### src/rtl/wrc_pkg.sv
package wrc_pkg;
    typedef enum logic [1:0] {KIND_NARROW, KIND_WIDE, KIND_BELL, KIND_MEM} kind_e;
    typedef enum logic {COL_EMPTY, COL_FILLING} col_state_e;
    typedef enum logic {SNAP_NONE, SNAP_HELD} snap_state_e;
    localparam logic [1:0] SIZE32  = 2'd0;
    localparam logic [1:0] SIZE64  = 2'd1;
    localparam logic [1:0] SIZE128 = 2'd2;
endpackage

### src/rtl/wrc_decode.sv
module wrc_decode
    import wrc_pkg::*;
#(
    parameter int ADDR_W = 16,
    parameter int PAGE_W = 13,
    parameter logic [ADDR_W-1:0] MEM_BASE   = 16'hC000,
    parameter logic [PAGE_W-1:0] NARROW_OFF = 13'h400,
    parameter logic [PAGE_W-1:0] BELL_A     = 13'h830,
    parameter logic [PAGE_W-1:0] BELL_B     = 13'ha10
) (
    input  logic [ADDR_W-1:0] addr,
    output kind_e             kind,
    output logic [ADDR_W-1:0] base,
    output logic [1:0]        idx,
    output logic [1:0]        size
);
    logic [PAGE_W-1:0] off;
    assign off = addr[PAGE_W-1:0];

    always_comb begin
        if (addr >= MEM_BASE) begin
            kind = KIND_MEM;
            base = {addr[ADDR_W-1:3], 3'b0};
            idx  = {1'b0, addr[2]};
            size = SIZE64;
        end else if (off[PAGE_W-1:2] == NARROW_OFF[PAGE_W-1:2]) begin
            kind = KIND_NARROW;
            base = {addr[ADDR_W-1:2], 2'b0};
            idx  = 2'd0;
            size = SIZE32;
        end else begin
            kind = ((off[PAGE_W-1:4] == BELL_A[PAGE_W-1:4]) ||
                    (off[PAGE_W-1:4] == BELL_B[PAGE_W-1:4])) ? KIND_BELL : KIND_WIDE;
            base = {addr[ADDR_W-1:4], 4'b0};
            idx  = addr[3:2];
            size = SIZE128;
        end
    end
endmodule

### src/rtl/wrc_collector.sv
module wrc_collector
    import wrc_pkg::*;
#(
    parameter int ADDR_W = 16
) (
    input  logic              clk,
    input  logic              rst_n,
    input  logic              wr_req,
    input  kind_e             kind,
    input  logic [ADDR_W-1:0] base,
    input  logic [1:0]        idx,
    input  logic [31:0]       wdata,
    output logic              commit,
    output logic [127:0]      commit_data
);
    col_state_e        st_q, st_d;
    logic [ADDR_W-1:0] base_q, base_d;
    logic [3:0]        mask_q, mask_d;
    logic [3:0][31:0]  data_q, data_d;
    logic              same;
    logic [3:0]        held, next_mask;
    logic              full;

    assign same      = (st_q == COL_FILLING) && (base_q == base);
    assign held      = same ? mask_q : 4'b0;
    assign next_mask = held | (4'b1 << idx);
    assign full      = (kind == KIND_MEM) ? (next_mask[1:0] == 2'b11) : (&next_mask);

    always_comb begin
        st_d        = st_q;
        base_d      = base_q;
        mask_d      = mask_q;
        data_d      = data_q;
        commit      = 1'b0;
        commit_data = '0;
        if (wr_req) begin
            unique case (kind)
                KIND_NARROW: begin
                    commit      = 1'b1;
                    commit_data = {96'b0, wdata};
                end
                KIND_BELL: begin
                    if (idx == 2'd3) begin
                        commit = 1'b1;
                        for (int d = 0; d < 3; d++)
                            commit_data[d*32 +: 32] = held[d] ? data_q[d] : 32'b0;
                        commit_data[127:96] = wdata;
                        if (same) begin
                            st_d   = COL_EMPTY;
                            mask_d = 4'b0;
                        end
                    end else if (!((st_q == COL_FILLING) && !same)) begin
                        st_d        = COL_FILLING;
                        base_d      = base;
                        mask_d      = next_mask;
                        data_d[idx] = wdata;
                    end
                end
                KIND_WIDE, KIND_MEM: begin
                    if (full) begin
                        commit = 1'b1;
                        for (int d = 0; d < 4; d++) begin
                            if (kind == KIND_MEM && d >= 2)
                                commit_data[d*32 +: 32] = 32'b0;
                            else if (2'(d) == idx)
                                commit_data[d*32 +: 32] = wdata;
                            else
                                commit_data[d*32 +: 32] = data_q[d];
                        end
                        st_d   = COL_EMPTY;
                        mask_d = 4'b0;
                    end else begin
                        st_d        = COL_FILLING;
                        base_d      = base;
                        mask_d      = next_mask;
                        data_d[idx] = wdata;
                    end
                end
                default: ;
            endcase
        end
    end

    always_ff @(posedge clk or negedge rst_n) begin
        if (!rst_n) begin
            st_q   <= COL_EMPTY;
            base_q <= '0;
            mask_q <= '0;
            data_q <= '0;
        end else begin
            st_q   <= st_d;
            base_q <= base_d;
            mask_q <= mask_d;
            data_q <= data_d;
        end
    end

    // a full-width commit leaves the collector empty
    p_commit_empties_r2: assert property (@(posedge clk) disable iff (!rst_n)
        (commit && (kind == KIND_WIDE || kind == KIND_MEM)) |=> (st_q == COL_EMPTY && mask_q == 4'b0));
    // a conflicting doorbell low-dword write leaves the collector as it was
    p_drop_keeps_r9: assert property (@(posedge clk) disable iff (!rst_n)
        (wr_req && kind == KIND_BELL && idx != 2'd3 && st_q == COL_FILLING && base_q != base)
        |=> ($stable(mask_q) && $stable(base_q) && $stable(data_q)));
    // a narrow write does not touch the collector
    p_narrow_untouched_r10: assert property (@(posedge clk) disable iff (!rst_n)
        (wr_req && kind == KIND_NARROW) |=> ($stable(mask_q) && $stable(base_q) && $stable(data_q)));
endmodule

### src/rtl/wrc_snapshot.sv
module wrc_snapshot
    import wrc_pkg::*;
#(
    parameter int ADDR_W = 16
) (
    input  logic              clk,
    input  logic              rst_n,
    input  logic              rd_req,
    input  kind_e             kind,
    input  logic [ADDR_W-1:0] base,
    input  logic [1:0]        idx,
    input  logic [127:0]      rf_rdata,
    output logic              fetch,
    output logic [31:0]       rdata,
    output logic              rvalid
);
    snap_state_e       st_q;
    logic [ADDR_W-1:0] base_q;
    logic [127:0]      snap_q;
    logic              capture;

    assign fetch   = rd_req && ((kind == KIND_NARROW) || (idx == 2'd0) ||
                                (st_q != SNAP_HELD) || (base_q != base));
    assign capture = fetch && (kind != KIND_NARROW);

    always_ff @(posedge clk or negedge rst_n) begin
        if (!rst_n) begin
            st_q   <= SNAP_NONE;
            base_q <= '0;
            snap_q <= '0;
        end else if (capture) begin
            st_q   <= SNAP_HELD;
            base_q <= base;
            snap_q <= rf_rdata;
        end
    end

    always_ff @(posedge clk or negedge rst_n) begin
        if (!rst_n) begin
            rvalid <= 1'b0;
            rdata  <= '0;
        end else begin
            rvalid <= rd_req;
            if (rd_req)
                rdata <= fetch ? rf_rdata[{idx, 5'b0} +: 32] : snap_q[{idx, 5'b0} +: 32];
        end
    end

    // every read returns data on the following cycle
    p_rvalid_follows_r5: assert property (@(posedge clk) disable iff (!rst_n)
        rd_req |=> rvalid);
    // a read answered from the snapshot leaves it unchanged
    p_reuse_stable_r6: assert property (@(posedge clk) disable iff (!rst_n)
        (rd_req && !fetch) |=> ($stable(snap_q) && $stable(base_q)));
endmodule

### src/rtl/wide_reg_collector.sv
module wide_reg_collector
    import wrc_pkg::*;
#(
    parameter int ADDR_W = 16,
    parameter int PAGE_W = 13,
    parameter logic [ADDR_W-1:0] MEM_BASE   = 16'hC000,
    parameter logic [PAGE_W-1:0] NARROW_OFF = 13'h400,
    parameter logic [PAGE_W-1:0] BELL_A     = 13'h830,
    parameter logic [PAGE_W-1:0] BELL_B     = 13'ha10
) (
    input  logic              clk,
    input  logic              rst_n,
    input  logic              host_req,
    input  logic              host_we,
    input  logic [ADDR_W-1:0] host_addr,
    input  logic [31:0]       host_wdata,
    output logic [31:0]       host_rdata,
    output logic              host_rvalid,
    output logic              rf_we,
    output logic              rf_re,
    output logic [ADDR_W-1:0] rf_addr,
    output logic [1:0]        rf_size,
    output logic [127:0]      rf_wdata,
    input  logic [127:0]      rf_rdata
);
    kind_e             kind;
    logic [ADDR_W-1:0] base;
    logic [1:0]        idx;

    wrc_decode #(
        .ADDR_W(ADDR_W), .PAGE_W(PAGE_W), .MEM_BASE(MEM_BASE),
        .NARROW_OFF(NARROW_OFF), .BELL_A(BELL_A), .BELL_B(BELL_B)
    ) u_decode (
        .addr(host_addr), .kind(kind), .base(base), .idx(idx), .size(rf_size)
    );

    wrc_collector #(.ADDR_W(ADDR_W)) u_collector (
        .clk(clk), .rst_n(rst_n), .wr_req(host_req && host_we),
        .kind(kind), .base(base), .idx(idx), .wdata(host_wdata),
        .commit(rf_we), .commit_data(rf_wdata)
    );

    wrc_snapshot #(.ADDR_W(ADDR_W)) u_snapshot (
        .clk(clk), .rst_n(rst_n), .rd_req(host_req && !host_we),
        .kind(kind), .base(base), .idx(idx), .rf_rdata(rf_rdata),
        .fetch(rf_re), .rdata(host_rdata), .rvalid(host_rvalid)
    );

    assign rf_addr = base;

    // commit and fetch never share a cycle
    p_we_re_exclusive_r1: assert property (@(posedge clk) disable iff (!rst_n)
        !(rf_we && rf_re));
endmodule

### config.mk
export PLATFORM = sky130hd
export DESIGN_NAME = wide_reg_collector
export DESIGN_NICKNAME = d
export VERILOG_FILES = /design/src/rtl/wrc_pkg.sv /design/src/rtl/wrc_decode.sv /design/src/rtl/wrc_collector.sv /design/src/rtl/wrc_snapshot.sv /design/src/rtl/wide_reg_collector.sv
export SDC_FILE = /design/constraint.sdc
export NUM_CORES = 1
export LEC_CHECK = 0
export BUFFER_PORTS_ARGS = -buffer_cell sky130_fd_sc_hd__buf_2
export CAP_MARGIN = 0
export CORE_ASPECT_RATIO = 1.25
export CORE_MARGIN = 5
export CORE_UTILIZATION = 25
export CTS_BUF_LIST = sky130_fd_sc_hd__clkbuf_4
export CTS_CLUSTER_DIAMETER = 200
export DETAILED_ROUTE_END_ITERATION = 7
export GPL_TIMING_DRIVEN = 1
export PLACE_DENSITY = 0.52
export SYNTH_ARGS = -nofsm -noshare
export SYNTH_HDL_FRONTEND = slang
export SYNTH_SLANG_ARGS = --single-unit
### constraint.sdc
create_clock -name clk -period 3.8 [get_ports clk]
set_input_delay 0.57 -clock clk [delete_from_list [all_inputs] [get_ports clk]]
set_output_delay 0.57 -clock clk [all_outputs]
set_load 0.01 [all_outputs]
* After elaboration in Yosys (flattened, before gate mapping) *
Cells that the tools add are included.

operators by class
  magnitude comparators = 3
  equality and inequality tests = 18
  shift-type cells = 3
  multiplexer cells = 50
  bitwise logic cells = 2
  reductions and logical operators = 21

operators with widths
  operator                count
  $mux W128               6
  $pmux W128 S3           1
  $mux W32                11
  $pmux W128 S2           1
  $shiftx A128 B8 Y32     2
  $bwmux W128             1
  $demux W32 S2           1
  $mux W16                3
  $pmux W16 S2            1
  $mux W4                 7
  $eq A9 B8 Y1 const B    2
  $eq A16 B16 Y1          1
  $ge A16 B16 Y1 const B  1
  $ne A16 B16 Y1          1
  $mux W2                 7
  $eq A11 B9 Y1 const B   1
  $eq A2 B2 Y1 const B    4
  $mux W1                 8
  $pmux W4 S2             1
  $reduce_and A4 Y1       2
  $logic_and A1 B1 Y1     7
  $ne A2 B2 Y1 const B    3
  $ne A3 B2 Y1 const B    2
  $reduce_and A5 Y1       1
  15 further kinds        22

storage, ports and cells
  flip-flop bits (word level) = 327
  input bits = 180
  output and inout port bits = 181

* Logic depth before layout (Yosys ltp) *
Gate-level depths: netlist of the first run.

  word-level depth = 12
  mapped depth = 12

* Cells and area by module *
A second synthesis of the first run with hierarchy kept.

unflattened totals
  cell total of the unflattened synthesis = 1313
  area, all modules = 16689.8 um^2

by module, submodules not included
  module              times used  cells each  area an instance (um^2)
  wrc_snapshot        1           658         8640.8
  wrc_collector       1           623         7813.7
  wrc_decode          1           30          219.0
  wide_reg_collector  1           2           16.3

* Worst setup path after synthesis of the first run *
Ideal clock, no wire load.

  path type = in2out
  start = input port host_addr[9]
  end = output port rf_wdata[34]
  data arrival time = 2.839 ns
  data required time = 3.230 ns
  path slack = 0.391 ns
  stages on the path = 12
  buffers on the path = 4
  cells stage by stage = clkbuf_1 > xor2_1 > nor4_1 > and4_1 > buf_2 > nand4_1 > a211o_2 > a221o_1 > buf_6 > o2bb2ai_2 > buf_2 > a22o_1

on the way
  word-level cells in the longest chain between the ends = 12

ends and longest elaborated chain
  what                                                                     line                      text
  start, declared                                                          wide_reg_collector.sv:15  input logic [ADDR_W-1:0] host_addr,
  parallel branches: the longest is 10 deep, another holds $ge A16 B16 Y1  -
  $pmux W128 S3 *                                                          wrc_collector.sv:37       unique case (kind)
  $mux W128 *                                                              wrc_collector.sv:36       if (wr_req) begin
  end, declared                                                            wide_reg_collector.sv:23  output logic [127:0] rf_wdata,

Mark *: on every way between the ends.

* Worst setup path after layout of the first run *
  start = register u_collector.base_q[8]
  end = output port rf_wdata[36]

on the way
  word-level cells in the longest chain between the ends = 9

ends and longest elaborated chain
  what                                                      line                 text
  start, declared                                           wrc_collector.sv:17  logic [ADDR_W-1:0] base_q, base_d;
  start signal, assigned                                    wrc_collector.sv:92  base_q <= base_d;
  $eq A16 B16 Y1 *                                          wrc_collector.sv:24  assign same = (st_q == COL_FILLING) && (base_q == base);
  $logic_and A1 B1 Y1 *                                     wrc_collector.sv:24
  $mux W4 *                                                 wrc_collector.sv:25  assign held = same ? mask_q : 4'b0;
  $or A4 B4 Y4                                              wrc_collector.sv:26  assign next_mask = held | (4'b1 << idx);
  $reduce_and A4 Y1 / $eq A2 B2 Y1 (equally long branches)  wrc_collector.sv:27  assign full = (kind == KIND_MEM) ? (next_mask[1:0] == 2'b11) : (&next_mask);
  $mux W1                                                   wrc_collector.sv:27
  $mux W128                                                 wrc_collector.sv:60  if (full) begin
  $pmux W128 S3 *                                           wrc_collector.sv:37
  $mux W128 *                                               wrc_collector.sv:36

Mark *: on every way between the ends. The rest lies on a longest branch, timed or not.

==> summary.txt, run 1 <==
Hold path
  – Type of the tightest min-delay check: primary input to register
  – Hold path start: host_wdata[23]
  – Depth of the worst hold-timing path: 2
  – Hold EP: u_collector.data_q[119]

Logic synthesis
  – Async S/R FF share, synth: 100%
  – Mean area per synthesized cell: 14.2 sq um
  – Synth Instances: 1132
  – Ys Warns: 0
  – Simple-gate area share of the yosys netlist: 3.84%
  – Synthesized area: roughly 16000 sq um
  – Post-synthesis mux area share: 31.4%
  – Compound-gate portion of the synthesized area: 9.34%
  – Adder-Cell Fraction of Synth Area: 0%
  – Prevailing post-synth register cell: dfrtp_1
  – Number of synthesized flops with an enable pin: 0
  – Sequential fraction of the synthesis area: 50.3%
  – Main combinational cell family by area after synthesis: multiplexers
  – Synth Area in XOR/XNOR: ~1.5%
  – Post-synth cell types: 49
  – Flops & latches, synth: around 320

Route
  – DRT Pass-1 Iters: 5
  – Post-route ant nets: 0
  – Vias per cell: 4.66
  – Via Count: 12.2k
  – Wire per inst: about 20 microns
  – Metal2 WL: roughly 27 mm
  – DRT iter0 DRCs: 502
  – Routed WL: 53.2 mm
  – Max layer used: met5
  – # DRC: 0
  – Met1 WL: 20.5 mm
  – Met3 WL: about 4.1 mm

CTS
  – Clk_lat worst skew: 840 ps
  – Clock H-tree levels: 3
  – CTS tree: yes
  – CTS Root Cell: clkbuf_4
  – Clock-pin slew on the worst setup and hold paths: 80 ps
  – Clock sinks: 323
  – Clk buf depth: 3
  – Number of buffers created by CTS: 91

Critical path
  – Slowest CP cell: dfrtp_1
  – Startpoint Class: register
  – Path type of the worst setup path: register to output pin
  – Critical-path cell list: xor2_1 -> nor4_2 -> and4_4 -> nand4_1 -> a211o_2 -> a221o_2 -> o2bb2ai_4 -> buf_12 -> clkbuf_16 -> a22o_1 -> buf_2
  – Worst reg-to-reg path cell count: 11
  – Worst reg2reg path startpoint: u_collector.base_q[8]
  – CP arrival: 3550 ps
  – Worst Path Max Fanout: 8
  – Worst path max stage delay: 390 ps
  – Element type at the critical path end: output pin
  – FF-to-FF setup slack: 700 ps
  – Crit path required time: 3230 ps
  – Reg-to-Reg End: u_collector.data_q[25]

Pwr
  – Tot Pwr: 9330 uW
  – Maximum VDD drop: roughly 0.21 mV
  – Leakage: roughly 0.010 uW
  – PwrDens: 411 nW/um^2

Global route
  – Vias in the first global route: 13.8k
  – Antenna violations before repair: 7
  – Global route overflow: 0
  – Global-route wire length before repair: 80.6 mm
  – Largest net degree at the start of global routing: 112
  – Total track usage: 14.8%

Final layout
  – Commonest non-fill, non-tap cell in the layout: dfrtp_1
  – Fin nets: between 1.5k and 2k
  – Fraction of layout cells with a size suffix above 1: 55.2%
  – Fillers: 6324
  – Syn-to-layout area delta: 41.3%
  – Most frequent cells in the layout: dfrtp_1 (323), buf_2 (309), mux2_2 (245), dlygate4sd3_1 (144), clkbuf_4 (131)

Timing
  – Pins Over Slew Limit: 0
  – Final setup skew: between 90 and 100 ps
  – Final worst slack: -320 ps
  – Hold WS: ~120 ps
  – Endpoints failing hold: 0
  – Slew @ Worst Pin: 1010 ps
  – Final worst path period share: 108%
  – Setup TNS: -33090 ps
  – Slew margin rel.: 32.6%
  – Highest clock rate: 243 MHz
  – RSZ-0062 raised after global routing: yes
  – # setup viols final: approximately 130
  – Min Tclk post-route: ~4100 ps

Placement
  – Number of port buffers: 355
  – GP Congestion: 0.811
  – HPWL after DPL: 33.2 mm

Die
  – Initial Utilization: 25.1%
  – Die height: 293 microns
  – Die Width: 237 microns
  – Row count: 104
  – Die area: slightly below 70000 sq um
  – Ports: between 300 and 400
  – Area of the core: 64000 sq um

Run
  – Max Cap Violations: 0

Outcome
  – Status: complete, but fails checks
  – Failing checks: setup timing
## critical path, delay by kind of cell (launching register included)
family          cells  cell delay [ps]
compound gates      4             1080
xor+xnor            1              150
buf+inv             3              440
flops               1              390
simple gates        3              690
## sequential cells by signal (all words and copies together), names as in the netlist
signal	cells
u_collector.st_q	1
u_snapshot.rdata	32
u_snapshot.snap_q	128
u_collector.mask_q	4
u_snapshot.st_q	1
u_collector.base_q	14
u_snapshot.base_q	14
u_collector.data_q	128
u_snapshot.rvalid	1
## routing by layer
layer | track usage [%] | vias to the layer above
met4 | 5.72 | 2
met1 | 16.5 | 6224
met2 | 25.9 | 383
met3 | 5.36 | 103
met5 | 0 | -
li1 | - | 5521
## area by class of cell
class                      count  area (sq um)  share of cell area [%]
inverter                       6          22.5                  0.0993
clock inverter                27           186                   0.822
antenna                        6          15.0                  0.0662
timing repair buffer         582          4660                    20.5
multi-input combinational    702          7680                    33.8
clock buffer                 131           983                    4.33
sequential                   323          8080                    35.6
tap                          848          1060                    4.68
## cell usage after synthesis, drive strengths merged (4+ instances only)
cell type	count	area [sq um]
a22o	96	841
and2	8	50.1
and3	5	31.3
buf	61	382
clkbuf	42	158
dfrtp	323	8080
inv	6	22.5
mux2	282	3280
mux2i	32	320
mux4	64	1440
nand2	50	188
nand2b	4	25.0
nand3	7	35.0
nand4	9	81.3
nor2	14	52.6
nor4	8	62.6
o21ai	38	190
o221a	29	327
xnor2	10	95.1
xor2	17	149
## kinds of logic (layout without fill, tap and decap cells)
kind of cell / after synthesis / in the layout
muxes: 378 / 378
DFF: 323 / 323
AOI/OAI and AO/OA: 179 / 179
and+or+nand+nor: 115 / 115
buffers and inverters: 109 / 746
xor gates and xnor gates: 27 / 27
other: 1 / 9
## worst max-delay path by stage
stage	slack (ps)	start	to	cells past startpoint
after global placement	-40	host_addr[7]	rf_wdata[76]	11
after global routing	-550	u_collector.base_q[8]	rf_wdata[36]	11
after detailed placement	-40	host_addr[7]	rf_wdata[76]	11
after floorplan	390	host_addr[9]	rf_wdata[34]	12
final	-320	u_collector.base_q[8]	rf_wdata[36]	11
after CTS	-470	u_collector.base_q[8]	rf_wdata[61]	11
## what timing repair did
action	in CTS	in global routing
pin swaps	8	23
endpoints found under the hold margin	281	0
gates resized for setup	86	15
endpoints found under the setup margin	129	129
gates cloned	10	2
hold buffers	144	0
buffers inserted	9	4
## power by group
part	internal (uW)	switching, uW
clock network	1720	1570
registers	4070	347
logic	967	653
total	6760	2570
## metrics by stage
stage	worst slack, ps	cell area [sq um]	util (%)	instances
after detailed placement	-36.0	19100	29.8	2292
after global routing	-550	22700	35.4	2622
after CTS	-473	22500	35.2	2613
final	-320	22700	35.4	2625
after floorplan	391	16100	-	1134
after global placement	-38.3	19100	29.8	2292
Power figures use the tool's default switching activity.
==> run 2: changes to the inputs <==
--- a/config.mk
+++ b/config.mk
@@ -14,7 +14,6 @@
 export CTS_CLUSTER_DIAMETER = 200
 export DETAILED_ROUTE_END_ITERATION = 7
 export GPL_TIMING_DRIVEN = 1
-export PLACE_DENSITY = 0.52
 export SYNTH_ARGS = -nofsm -noshare
 export SYNTH_HDL_FRONTEND = slang
 export SYNTH_SLANG_ARGS = --single-unit
==> summary.txt, run 2 (same netlist as run 1, synthesis figures left out) <==
Critical path
  – Worst path max stage delay: ~400 ps
  – Startpoint Class: register
  – Element type at the critical path end: output pin
  – CP arrival: around 3600 ps
  – Slowest CP cell: a221o_2
  – Worst Path Max Fanout: 32
  – Critical-path cell list: xor2_1 -> nor4_2 -> and4_4 -> nand4_1 -> a211o_2 -> a221o_2 -> o2bb2ai_4 -> buf_12 -> a22o_1 -> buf_2
  – Path type of the worst setup path: register to output pin
  – Crit path required time: 3230 ps

Placement
  – Area after DPL: about 19000 sq um
  – Number of port buffers: 355
  – HPWL after DPL: 33.4 mm
  – Setup WS pre-CTS: -92.7 ps
  – GP Congestion: 0.814

Route
  – Routed WL: 51.7 mm
  – # DRC: 0
  – DRT iter0 DRCs: about 440
  – Via Count: 12.2k
  – DRT Pass-1 Iters: 4
  – Wire per inst: 19.8 microns
  – Vias per cell: 4.69
  – Post-route ant nets: 0

Run
  – Max Cap Violations: 0

Final layout
  – Syn-to-layout area delta: 38.2%
  – Largest registers: u_collector.data_q (128), u_snapshot.snap_q (128), u_snapshot.rdata (32)
  – Fillers: 6300
  – Fin nets: around 1.9k
  – Post-layout util: 34.7%
  – Fraction of layout cells with a size suffix above 1: approximately 55%
  – Most frequent cells in the layout: buf_2 (330), dfrtp_1 (323), mux2_2 (245), dlygate4sd3_1 (139), clkbuf_4 (131)
  – Final instance area: between 20000 and 25000 sq um
  – Commonest non-fill, non-tap cell in the layout: buf_2

Pwr
  – PwrDens: 411 nW/um^2
  – Leakage: 0.00999 uW
  – Maximum VDD drop: 0.323 mV

Outcome
  – Status: complete, but fails checks
  – Failing checks: setup timing

Timing
  – Slew margin rel.: 33.0%
  – Final worst slack: -400 ps
  – Min Tclk post-route: 4200 ps
  – Final worst path period share: 111%
  – # setup viols final: 129
  – Pins Over Slew Limit: 0
  – RSZ-0062 raised after global routing: yes
  – Highest clock rate: 238 MHz
  – Slew @ Worst Pin: 1000 ps
  – Endpoints failing hold: 0
  – Final setup skew: around 77 ps

Die
  – Initial Utilization: 25.1%
  – Die Width: 237 microns
  – Area of the core: 64000 sq um
  – Die height: 293 microns
  – Row count: ~100
  – Die area: 69400 sq um
  – Ports: about 360

Global route
  – Global routing's busiest layer: met2
  – GR Layer Usage met2: 25.3%
  – Global-route wire length before repair: 78.9 mm
  – Total track usage: 14.3%
  – Vias in the first global route: roughly 14k
  – M1 GR Usage: 16.1%
  – Global route overflow: 0
  – M3 GR Usage: 5.20%
  – Largest net degree at the start of global routing: 96
  – Antenna violations before repair: 9

Hold path
  – Type of the tightest min-delay check: primary input to register

CTS
  – Clock H-tree levels: 3
  – CTS Root Cell: clkbuf_4
  – Number of buffers created by CTS: 89
  – Clock sinks: between 300 and 400
  – Clk_lat worst skew: between 800 and 900 ps
  – Clock-pin slew on the worst setup and hold paths: about 70 ps
  – CTS tree: yes
  – Clk buf depth: 3
## run 2: cell count changes in the layout (fill, tap and decap cells not counted), sizes merged
| cell | delta |
|---|---|
| buf | -7 |
| dlygate4sd3 | -5 |
| clkinv | -3 |
| bufinv | -2 |
| clkbuf | +1 |
| clkinvlp | -1 |
## run 2: area by class of cell
type | instances | area [sq um] | area share [%]
Sequential cell | 323 | 8080 | 36.4
Clock inverter | 21 | 115 | 0.519
Inverter | 6 | 22.5 | 0.101
Timing Repair Buffer | 571 | 4340 | 19.6
Tap cell | 848 | 1060 | 4.78
Clock buffer | 131 | 983 | 4.43
Antenna cell | 6 | 15.0 | 0.0677
Multi-Input combinational cell | 702 | 7570 | 34.1
## run 2: timing repair
action / CTS / global route
setup buffers: 9 / 3
endpoints found under the hold margin: 249 / 0
gates cloned: 6 / 4
hold buffers: 139 / 0
pin swaps: 16 / 15
setup endpoints to repair: 129 / 129
gates resized for setup: 43 / 26
## run 2: power by group
group	switching, uW	total, uW	internal, uW
Clock	1500	3090	1580
Sequential	347	4420	4070
Combinational	652	1620	964
Total	2500	9120	6610
## run 2: worst paths after layout
| kind | start | end | slack (ps) | cells after the start |
|---|---|---|---|---|
| setup / recovery | u_collector.base_q[7] | rf_wdata[47] | -400 | 10 |
| hold / removal | host_wdata[31] | u_collector.data_q[95] | 130 | 2 |
| setup reg to reg | u_collector.base_q[7] | u_collector.data_q[16] | 310 | 13 |
| hold reg to reg | u_snapshot.st_q | u_snapshot.st_q | 470 | 1 |
| max in group asynchronous | rst_n | u_collector.data_q[94] | 2290 | 3 |
| min in group asynchronous | rst_n | u_snapshot.snap_q[89] | 430 | 2 |
## run 2: per-stage QoR
stage / TNS [ps] / power, uW / hold slack, ps / instances
2_1_floorplan: 0 / 5370 / 274 / 1134
3_3_place_gp: -1570 / 5870 / 442 / 2294
3_5_place_dp: -3450 / 5970 / 460 / 2294
4_1_cts: -55310 / 9310 / 5.01 / 2599
5_1_grt: -73720 / 9700 / 18.2 / 2606
6_report: -41860 / 9120 / 129 / 2608
## run 2: routing by layer
layer	part of all wire, %	wire, microns
met5	0.14	73
met4	2.1	1090
met3	8.1	4200
met2	51	26500
met1	38	19800
## run 2: worst max-delay path: cells and delay by family, from the launching register on
family                    cells  cell delay [ps]
AOI/OAI and AO/OA             4             1160
and+or+nand+nor               3              790
DFF                           1              390
buffers and inverters         2              330
xor gates and xnor gates      1              160
==> run 3: changes to the inputs <==
--- a/config.mk
+++ b/config.mk
@@ -9,8 +9,8 @@
 export CAP_MARGIN = 0
 export CORE_ASPECT_RATIO = 1.25
 export CORE_MARGIN = 5
-export CORE_UTILIZATION = 25
-export CTS_BUF_LIST = sky130_fd_sc_hd__clkbuf_4
+export CORE_UTILIZATION = 40
+export CTS_BUF_LIST = sky130_fd_sc_hd__clkbuf_4 sky130_fd_sc_hd__clkbuf_8
 export CTS_CLUSTER_DIAMETER = 200
 export DETAILED_ROUTE_END_ITERATION = 7
 export GPL_TIMING_DRIVEN = 1
==> summary.txt, run 3 (same netlist as run 1, synthesis figures left out) <==
Global route
  – Antenna violations before repair: 5
  – GR Layer Usage met2: 33.0%
  – M3 GR Usage: 6.22%
  – Total track usage: around a fifth
  – Global routing's busiest layer: met2
  – M1 GR Usage: 25.0%
  – Vias in the first global route: ~12k
  – Largest net degree at the start of global routing: between 90 and 100
  – Global route overflow: 0
  – Global-route wire length before repair: 69.0 mm

Placement
  – Number of port buffers: around 360
  – HPWL after DPL: 29.6 mm
  – Area after DPL: about 19000 sq um
  – GP Congestion: about 0.84
  – Placed instance count: 1945

Die
  – Ports: ~360
  – Area of the core: 39900 sq um
  – Die height: 234 microns
  – Die area: approximately 44000 sq um
  – Initial Utilization: around 40%
  – Die Width: 189 microns
  – Row count: between 80 and 90

Outcome
  – Failing checks: setup timing
  – Status: complete, but fails checks

Final layout
  – Largest registers: u_collector.data_q (128), u_snapshot.snap_q (128), u_snapshot.rdata (32)
  – Fraction of layout cells with a size suffix above 1: between 50% and 60%
  – Post-layout util: about half
  – Most frequent cells in the layout: dfrtp_1 (323), buf_2 (317), mux2_2 (245), a22o_1 (94), clkbuf_8 (69)
  – Final instance area: 20300 sq um
  – Syn-to-layout area delta: 26.7%
  – Layout Cells excl Fill: 2059
  – Multi-input logic area: between 7000 and 8000 sq um
  – Fillers: 3548
  – Fin nets: around 1.7k
  – FF+latch area: 8080 sq um
  – Commonest non-fill, non-tap cell in the layout: dfrtp_1

Timing
  – Endpoints failing hold: 0
  – Slew margin rel.: between 20% and 30%
  – Highest clock rate: 249 MHz
  – Slew @ Worst Pin: 1080 ps
  – # setup viols final: 126
  – Final worst slack: -215 ps
  – RSZ-0062 raised after global routing: yes
  – Min Tclk post-route: 4010 ps
  – Final worst path period share: 106%
  – Final setup skew: approximately 37 ps
  – Pins Over Slew Limit: 0
  – Setup TNS: -17000 ps

Critical path
  – Critical-path cell list: xor2_1 -> nor4_1 -> and4_2 -> nand4_1 -> a211o_2 -> a221o_2 -> o2bb2ai_2 -> buf_12 -> a22o_1 -> buf_2
  – Path type of the worst setup path: register to output pin
  – Buf/Inv on CP: 2
  – Cell family with most CP delay: compound AO/OA/AOI/OAI gates
  – Startpoint Class: register
  – Element type at the critical path end: output pin
  – Worst Path Max Fanout: 32
  – CP arrival: ~3400 ps
  – Worst path max stage delay: 400 ps
  – Slowest CP cell: a221o_2
  – Crit path required time: 3230 ps

CTS
  – Clock sinks: 323
  – Clock-pin slew on the worst setup and hold paths: 60 ps
  – Clk buf depth: 3
  – Number of buffers created by CTS: 54
  – CTS Root Cell: clkbuf_8
  – Clk_lat worst skew: 640 ps
  – CTS tree: yes
  – Clock H-tree levels: 2

Route
  – Routed WL: roughly 45 mm
  – Post-route ant nets: 0
  – Wire per inst: 21.8 microns
  – Vias per cell: 5.44
  – DRT Pass-1 Iters: 4
  – DRT iter0 DRCs: 436
  – # DRC: 0
  – Via Count: 11.2k

Pwr
  – Maximum VDD drop: 0.281 mV
  – PwrDens: about 450 nW/um^2
  – Leakage: slightly above 0.009 uW

Run
  – Max Cap Violations: 0

Hold path
  – Type of the tightest min-delay check: primary input to register
## run 3: path summary, 6_finish.rpt
path / cells past startpoint / from / slack [ps] / to
worst max register to register: 12 / u_collector.base_q[14] / 410 / u_collector.data_q[10]
max in group asynchronous: 3 / rst_n / 2280 / u_collector.data_q[67]
min in group asynchronous: 2 / rst_n / 510 / u_snapshot.rdata[24]
worst min-delay path: 2 / rf_rdata[2] / 180 / u_snapshot.snap_q[2]
worst max-delay path: 10 / u_collector.base_q[14] / -210 / rf_wdata[53]
worst min register to register: 1 / u_snapshot.st_q / 470 / u_snapshot.st_q
## run 3: worst register-to-register path: stages, from the launching register on
cell,delay [ps]
dfrtp_1,380
xor2_1,170
nor4_1,270
and4_2,330
nand4_1,110
a211o_2,390
a221o_2,400
buf_4,170
buf_6,100
buf_6,120
nand4_2,230
buf_12,240
mux2_2,390
## run 3: per-stage QoR
| step | hold WS, ps | worst slack, ps | total power, uW |
|---|---|---|---|
| floorplan | 274 | 391 | 5370 |
| global placement | 443 | 27.7 | 5850 |
| detailed placement | 451 | 21.0 | 5930 |
| CTS | 104 | -235 | 9210 |
| global route | 132 | -388 | 9570 |
| finish | 180 | -215 | 9080 |
## run 3: area by class of cell
type / count / share of cell area (%)
diodes: 5 / 0.0615
clock buffers: 87 / 5.34
clock inverters: 6 / 0.258
inverters: 6 / 0.111
multi-input cells: 702 / 37.2
flip-flops and latches: 323 / 39.8
well taps: 504 / 3.10
repair buffers: 426 / 14.2
## run 3: routing by layer
metal | routed length [microns] | share of wire [%]
met5 | 25 | 0.056
met2 | 21900 | 49
met4 | 1090 | 2.4
met1 | 18300 | 41
met3 | 3580 | 8.0
## run 3: what timing repair did
| item | in CTS | in global routing |
|---|---|---|
| hold endpoints to repair | 65 | 0 |
| setup endpoints to repair | 129 | 129 |
| resized for setup | 25 | 38 |
| hold buffers | 1 | 0 |
| pin swaps | 7 | 10 |
| gates cloned | 5 | 4 |
| buffers inserted | 4 | 4 |
## run 3: power breakdown
| part | internal [uW] | switching, uW | leakage [uW] |
|---|---|---|---|
| sequential | 4070 | 333 | 0.00386 |
| clock | 1800 | 1410 | 0.000600 |
| combinational | 865 | 599 | 0.00485 |
| total | 6740 | 2340 | 0.00931 |
